$ cat src/rtl/ilv_pkg.sv
package ilv_pkg;
  localparam int DATA_W = 8;
  localparam int WORD_W = DATA_W + 2;
  localparam int KFLAG_BIT = DATA_W;

  typedef logic [WORD_W-1:0] word_t;

  function automatic word_t idle_word(input logic [DATA_W-1:0] code);
    idle_word = {1'b0, 1'b1, code};
  endfunction
endpackage

$ cat src/rtl/ilv_phase_gen.sv
module ilv_phase_gen (
  input  logic clk_i,
  input  logic rst_i,
  output logic fclk_o,
  output logic fclk_n_o,
  output logic take_o
);
  logic hi_q;
  logic lo_q;

  always_ff @(posedge clk_i) begin
    if (rst_i) begin
      hi_q <= 1'b0;
      lo_q <= 1'b1;
    end else begin
      hi_q <= ~hi_q;
      lo_q <= hi_q;
    end
  end

  assign fclk_o   = hi_q;
  assign fclk_n_o = lo_q;
  assign take_o   = ~hi_q & ~rst_i;

  assert_reset_clk_R1: assert property (@(posedge clk_i)
    rst_i |=> (!hi_q && lo_q));
  assert_clk_comp_R2: assert property (@(posedge clk_i) disable iff (rst_i)
    lo_q == !hi_q);
  assert_toggle_R2: assert property (@(posedge clk_i) disable iff (rst_i)
    !$past(rst_i) |-> hi_q != $past(hi_q));
  assert_ready_alt_R3: assert property (@(posedge clk_i) disable iff (rst_i)
    take_o |=> !take_o);
endmodule

$ cat src/rtl/ilv_lane.sv
module ilv_lane
  import ilv_pkg::*;
(
  input  logic              clk_i,
  input  logic              rst_i,
  input  logic              take_i,
  input  logic [DATA_W-1:0] idle_code_i,
  input  word_t             word_a_i,
  input  logic              valid_a_i,
  input  word_t             word_b_i,
  input  logic              valid_b_i,
  output word_t             bus_o
);
  word_t eff_a;
  word_t eff_b;
  word_t hold_a_q;
  word_t bus_q;

  always_comb begin
    eff_a = valid_a_i ? word_a_i : idle_word(idle_code_i);
    eff_b = valid_b_i ? word_b_i : idle_word(idle_code_i);
  end

  always_ff @(posedge clk_i) begin
    if (rst_i) begin
      hold_a_q <= '0;
    end else if (take_i) begin
      hold_a_q <= eff_a;
    end
  end

  always_ff @(posedge clk_i) begin
    if (rst_i) begin
      bus_q <= '0;
    end else if (take_i) begin
      bus_q <= eff_b;
    end else begin
      bus_q <= hold_a_q;
    end
  end

  assign bus_o = bus_q;

  assert_reset_bus_R1: assert property (@(posedge clk_i)
    rst_i |=> bus_q == '0);
  assert_odd_slot_R4: assert property (@(posedge clk_i) disable iff (rst_i)
    (take_i && valid_b_i) |=> bus_q == $past(word_b_i));
  assert_even_slot_R5: assert property (@(posedge clk_i) disable iff (rst_i)
    (take_i && valid_a_i) |=> ##1 bus_q == $past(word_a_i, 2));
  assert_idle_fill_R6: assert property (@(posedge clk_i) disable iff (rst_i)
    (take_i && !valid_a_i) |=> ##1 bus_q == {2'b01, $past(idle_code_i, 2)});
endmodule

$ cat src/rtl/ddr_pair_interleaver.sv
module ddr_pair_interleaver
  import ilv_pkg::*;
#(
  parameter int NUM_PAIRS = 2,
  localparam int NCH = 2 * NUM_PAIRS
) (
  input  logic                          clk_i,
  input  logic                          rst_i,
  input  logic [DATA_W-1:0]             idle_code_i,
  input  logic [NCH*WORD_W-1:0]         ch_word_i,
  input  logic [NCH-1:0]                ch_valid_i,
  output logic                          ready_o,
  output logic [NUM_PAIRS*WORD_W-1:0]   bus_o,
  output logic                          fclk_o,
  output logic                          fclk_n_o
);
  logic take;

  ilv_phase_gen u_phase (
    .clk_i    (clk_i),
    .rst_i    (rst_i),
    .fclk_o   (fclk_o),
    .fclk_n_o (fclk_n_o),
    .take_o   (take)
  );

  assign ready_o = take;

  for (genvar p = 0; p < NUM_PAIRS; p++) begin : g_pair
    localparam int CH_A = 2 * p;
    localparam int CH_B = 2 * p + 1;
    word_t lane_bus;

    ilv_lane u_lane (
      .clk_i       (clk_i),
      .rst_i       (rst_i),
      .take_i      (take),
      .idle_code_i (idle_code_i),
      .word_a_i    (ch_word_i[CH_A*WORD_W +: WORD_W]),
      .valid_a_i   (ch_valid_i[CH_A]),
      .word_b_i    (ch_word_i[CH_B*WORD_W +: WORD_W]),
      .valid_b_i   (ch_valid_i[CH_B]),
      .bus_o       (lane_bus)
    );

    assign bus_o[p*WORD_W +: WORD_W] = lane_bus;
  end
endmodule

$ cat config.mk
export PLATFORM = sky130hd
export DESIGN_NAME = ddr_pair_interleaver
export DESIGN_NICKNAME = d
export VERILOG_FILES = /design/src/rtl/ilv_pkg.sv /design/src/rtl/ilv_phase_gen.sv /design/src/rtl/ilv_lane.sv /design/src/rtl/ddr_pair_interleaver.sv
export SDC_FILE = /design/constraint.sdc
export NUM_CORES = 1
export LEC_CHECK = 0
export ABC_AREA = 1
export ABC_CLOCK_PERIOD_IN_PS = 1500
export BUFFER_PORTS_ARGS = -buffer_cell sky130_fd_sc_hd__buf_2
export CAP_MARGIN = 10
export CORE_UTILIZATION = 35
export CTS_CLUSTER_SIZE = 40
export DETAILED_ROUTE_END_ITERATION = 8
export GPL_ROUTABILITY_DRIVEN = 0
export GPL_TIMING_DRIVEN = 0
export MAX_ROUTING_LAYER = met4
export PLACE_DENSITY_LB_ADDON = 0.05
export SYNTH_ARGS = -nofsm -noshare
export SYNTH_HDL_FRONTEND = slang
export SYNTH_SLANG_ARGS = --single-unit
$ cat constraint.sdc
create_clock -name clk_i -period 1.5 [get_ports clk_i]
set_clock_uncertainty 0.2 [all_clocks]
set_input_delay 0.3 -clock clk_i [delete_from_list [all_inputs] [get_ports clk_i]]
set_output_delay 0.3 -clock clk_i [all_outputs]
set_load 0.05 [all_outputs]
==> results_dict.tcl, run 1 <==
set metrics [dict create \
    drc 0 \
    crit_path_max_incr_delay_ns 0.38 \
    die_w_um 75.5 \
    grt_first_pass_wirelength_um 8290 \
    synth_top_area_cell "dfxtp_1" \
    status "complete, but fails checks" \
    final.setup.worst_slack_ns -0.00507 \
    grt_max_degree 13 \
    dp_hpwl_um 3700 \
    final_cells 427 \
    ys.warnings.count 0 \
    synth-seq-cells 42 \
    drive_above_1_share_pct 27.2 \
    yosysTopAreaCellShare_pct 44.5 \
    wl_um 5200 \
    synth_area_sq_um 1890 \
    slowest_stage "dfxtp_4" \
    grt_use_total_pct 20.6 \
    initial_core_util_pct 36.8 \
    dr.pass1.iters 4 \
    placedCellCount 417 \
    critPathBufInv 2 \
    rsz0062_at_grt "yes" \
    syn_nets 328 \
    worstSetupPathType "register to output port" \
    portBuffers 73 \
    cts_tree "built" \
    arrival_ns 1.01 \
    cts_root_buf "clkbuf_8" \
    post-route-min-period_ns 1.51 \
    grt_pass1_vias 1753 \
    syn_inst 274 \
    min_period_over_period_pct 100 \
    std_cell_rows 26 \
    die_h_um 75.5 \
    failed_checks "setup timing" \
    peakVddDrop_mv 0.405 \
    pin_count 77 \
    setup_viol 1 \
    max_freq_ghz 0.664 \
    holdCritPathClass "input port to register" \
    synth.avg_cell_area_sq_um 6.90 \
    diodes 0 \
    nNetsFinal 410 \
    clkLatencyLatePin_ns 0.29 \
    cp_top_family "flip-flops" \
    synth-seq-area-share_pct 44.5 \
    final_cell_mix "nand2_1, buf_2, inv_1" \
    cts_max_path_buffers 2 \
    clk_pin_slew_ns 0.08 \
    drv_cap 0 \
    viasPerCell 4.50 \
    final_common_cell "nand2_1" \
    maxSlewHeadroom_pct 61.3 \
    worstPathRequired_ns 1.00 \
    ant_nets 0 \
    crit_top_cell "buf_8" \
    antenna_found_initial 0 \
    cp-start-kind "register" \
    setup_tns_ns -0.00507 \
    placed_cell_area_sq_um 2340 \
    pwr_density_cell_nw_per_um2 1030 \
    crit_chain "nor2_8, buf_8, buf_8" \
    tightestPinTransition_ns 0.580 \
    overflow 0 \
    ys_types 15 \
    first_iter_violations 76 \
    power_leakage_nw 1.33 \
    die_area_sq_um 5700 \
    cts_sinks 42 \
    drv_slew 0 \
    cts_buffers 5 \
    vias 1920 \
    worstSetupEndpointType "output port" \
    p_total_mw 2.53 \
    wl_per_cell_um 12.2 \
    areaGrowthSynthToFinish_pct 30.5 \
    htreeDepth 2 \
    final_area_sq_um 2470 \
    synthTopCellsByArea "dfxtp_1, nand2_1, a21oi_1, nand3_1, inv_1" \
    critPathMaxFanout 4 \
    fp.coreArea_sq_um 5140 \
    hold_viol_final 0 \
]
-- what timing repair did --
| item | 4_1_cts | 5_1_grt |
|---|---|---|
| hold buffers | 0 | 0 |
| pin swaps | 1 | 1 |
| setup endpoints to repair | 2 | 2 |
| resized for setup | 6 | 0 |
| buffers inserted | 2 | 0 |
-- stage by stage --
step / setup slack [ns] / hold WS (ns) / utilization [%]
after floorplan: 0.00111 / 0.230 / -
after global placement: -0.0257 / 0.260 / 45.6
after detailed placement: -0.0275 / 0.265 / 45.6
after CTS: -0.0461 / 0.000818 / 48.0
after global routing: -0.0521 / 0.0245 / 48.0
final: -0.00507 / 0.0135 / 48.0
-- power by group --
group	internal, mW	leakage [nW]	switching (mW)	total (mW)
clock network	0.372	0.0482	0.396	0.768
logic	0.191	0.939	0.368	0.559
registers	1.19	0.346	0.0197	1.21
total	1.75	1.33	0.784	2.53
-- layout make-up --
| type | count | area [sq um] |
|---|---|---|
| fillers | 583 | 2670 |
| flip-flops and latches | 42 | 845 |
| multi-input cells | 167 | 743 |
| repair buffers | 75 | 390 |
| inverters | 50 | 188 |
| plain buffers | 15 | 123 |
| well taps | 70 | 87.6 |
| clock buffers | 7 | 86.3 |
| clock inverters | 1 | 5.00 |
-- logic make-up after synthesis --
logic type | count (synthesis) | share of synthesized area (%)
AO/OA/AOI/OAI | 42 | 11.1
buffers and inverters | 65 | 16.2
AND/OR/NAND/NOR | 125 | 28.2
flip-flops | 42 | 44.5
-- worst min-delay path, stage by stage --
cell and delay [ns]:
buf_2 0.07, o21ai_0 0.07, inv_1 0.04
-- path summary, 6_finish.rpt --
kind	from	cells after the start	slack (ns)	to
setup / recovery	u_phase.fclk_o	3	-0.005	ready_o
hold / removal	ch_word_i[8]	3	0.01	g_pair[0].u_lane.hold_a_q[8]
setup reg to reg	u_phase.fclk_o	6	0.18	g_pair[0].u_lane.bus_o[8]
hold reg to reg	u_phase.fclk_o	1	0.27	u_phase.fclk_o
-- per-layer routing --
metal	track usage, %	routed length [um]
met4	7.41	89
met3	4.23	267
met2	32.6	2340
met1	26.0	2510
met5	-	0
-- flip-flops by register name, indices dropped and copies added, names as in the netlist --
signal,count
g_pair.u_lane.bus_o,20
u_phase.fclk_n_o,1
u_phase.fclk_o,1
g_pair.u_lane.hold_a_q,20
-- cells in the mapped netlist --
cell type	count
nand2_2	1
buf_6	7
o21ai_0	4
nand2_1	86
buf_2	2
buf_4	2
clkbuf_1	4
nor2_1	1
nor2_8	1
nand3_1	36
a21oi_1	38
inv_1	47
clkinv_1	2
inv_2	1
dfxtp_1	42
Power figures use the tool's default switching activity.
==> inputs of run 2 (changes only) <==
--- a/config.mk
+++ b/config.mk
@@ -14,7 +14,6 @@
 export DETAILED_ROUTE_END_ITERATION = 8
 export GPL_ROUTABILITY_DRIVEN = 0
 export GPL_TIMING_DRIVEN = 0
-export MAX_ROUTING_LAYER = met4
 export PLACE_DENSITY_LB_ADDON = 0.05
 export SYNTH_ARGS = -nofsm -noshare
 export SYNTH_HDL_FRONTEND = slang
==> constraint.sdc (replaced) <==
create_clock -name clk_i -period 1.5 [get_ports clk_i]
set_clock_uncertainty 0.2 [all_clocks]
set_input_delay 0.15 -clock clk_i [delete_from_list [all_inputs] [get_ports clk_i]]
set_output_delay 0.15 -clock clk_i [all_outputs]
set_load 0.05 [all_outputs]
==> run 2 against run 1 <==
The run ends with hold timing left. Count of clock-buffer cells in the layout unchanged. Via count grew 5.9%. Fmax rose by 4.9%. Die area unchanged. Cell area up 11%. Largest cell class unchanged.
==> results_dict.tcl, run 2 (synthesis results as in run 1) <==
set metrics [dict create \
    drv_slew 0 \
    die_area_sq_um 5700 \
    arrival_ns 1.08 \
    setup_viol 0 \
    cts_tree "built" \
    wl_per_cell_um 12.3 \
    worstSetupEndpointType "output port" \
    worstSetupPathType "register to output port" \
    clk_pin_slew_ns 0.08 \
    grt_use_total_pct 20.9 \
    wl_um 5560 \
    die_h_um 75.5 \
    drive_above_1_share_pct 25.0 \
    hold_viol_final 1 \
    crit_path_max_incr_delay_ns 0.37 \
    holdCritPathClass "input port to register" \
    final_common_cell "nand2_1" \
    portBuffers 73 \
    fin_hold_ws_ns -0.00154 \
    crit_chain "nor2_8, buf_8, buf_8" \
    die_w_um 75.5 \
    tightestPinTransition_ns 0.568 \
    critPathMaxFanout 10 \
    dr_wl_met2_um 2600 \
    overflow 0 \
    vias 2034 \
    maxSlewHeadroom_pct 62.1 \
    dp_hpwl_um 3700 \
    pwr_density_cell_nw_per_um2 945 \
    areaGrowthSynthToFinish_pct 44.8 \
    antenna_found_initial 0 \
    grt_first_pass_wirelength_um 8760 \
    top_layer "met4" \
    dr.pass1.iters 4 \
    ant_nets 0 \
    setup_tns_ns 0 \
    power_leakage_nw 1.44 \
    cp-start-kind "register" \
    cts_max_path_buffers 2 \
    grt_pass1_vias 1860 \
    rsz0062_at_grt "no" \
    crit_top_cell "buf_8" \
    failed_checks "hold timing" \
    grt_max_degree 13 \
    std_cell_rows 26 \
    fp.coreArea_sq_um 5140 \
    fillers 554 \
    diodes 0 \
    viasPerCell 4.48 \
    route.met3.wl_um 287 \
    final_cell_mix "nand2_1, buf_2, inv_1" \
    nNetsFinal 437 \
    status "complete, but fails checks" \
    clkLatencyLatePin_ns 0.29 \
    htreeDepth 2 \
    peakVddDrop_mv 0.408 \
    max_freq_ghz 0.697 \
    pin_count 77 \
    cts_sinks 42 \
    m1WireLength_um 2590 \
    drc 0 \
    cts_root_buf "clkbuf_8" \
    min_period_over_period_pct 95.7 \
    slowest_stage "dfxtp_2" \
    initial_core_util_pct 36.8 \
    first_iter_violations 80 \
    cts_buffers 5 \
    drv_cap 0 \
    post-route-min-period_ns 1.43 \
    worstPathRequired_ns 1.15 \
]
## run 2: power by group
| group | switching, mW | internal (mW) | leakage, nW |
|---|---|---|---|
| sequential | 0.0198 | 1.19 | 0.346 |
| clock | 0.393 | 0.372 | 0.0482 |
| combinational | 0.379 | 0.236 | 1.05 |
| total | 0.791 | 1.79 | 1.44 |
## run 2: cell type report
cell class	count	area (sq um)	share of cell area (%)
Buffer	15	123	4.48
Sequential cell	42	842	30.8
Clock inverter	1	5.00	0.183
Tap cell	70	87.6	3.20
Inverter	50	188	6.86
Multi-Input combinational cell	167	743	27.1
Timing Repair Buffer	102	663	24.2
Clock buffer	7	86.3	3.15
## run 2: through the flow
step / cell area [sq um] / utilization [%] / std cells / total power [mW] / setup WS [ns]
floorplan: 1890 / - / 274 / 1.61 / 0.0323
global placement: 2340 / 45.6 / 417 / 1.78 / 0.159
detailed placement: 2340 / 45.6 / 417 / 1.78 / 0.170
CTS: 2730 / 53.2 / 454 / 2.61 / 0.0414
global route: 2740 / 53.3 / 454 / 2.72 / 0.00909
finish: 2740 / 53.3 / 454 / 2.59 / 0.0651
## run 2: routing by layer
metal | track usage (%) | up-vias
met5 | 0 | -
met4 | 7.82 | 0
met3 | 4.23 | 8
met2 | 35.0 | 64
met1 | 26.7 | 902
li1 | - | 1060
## run 2: what timing repair did
item                       in CTS  in global routing
pin swaps                       1                  0
buffers inserted                1                  0
hold endpoints to repair       26                  0
setup endpoints to repair       1                  2
hold buffers                   28                  0
gates resized for setup         4                  2
## run 2: path summary, 6_finish.rpt
path	from	endpoint	slack, ns	cells past startpoint
min	ch_word_i[37]	g_pair[1].u_lane.bus_o[7]	-0.002	5
min reg2reg	g_pair[1].u_lane.hold_a_q[7]	g_pair[1].u_lane.bus_o[7]	0.28	2
max	u_phase.fclk_o	ready_o	0.07	3
max reg2reg	u_phase.fclk_o	g_pair[1].u_lane.bus_o[2]	0.15	6
## run 2: worst max-delay path: cells and delay by family (launching register included)
kind | cells | cell delay (ns)
AND/OR/NAND/NOR | 1 | 0.12
flip-flops | 1 | 0.37
buffers and inverters | 2 | 0.29
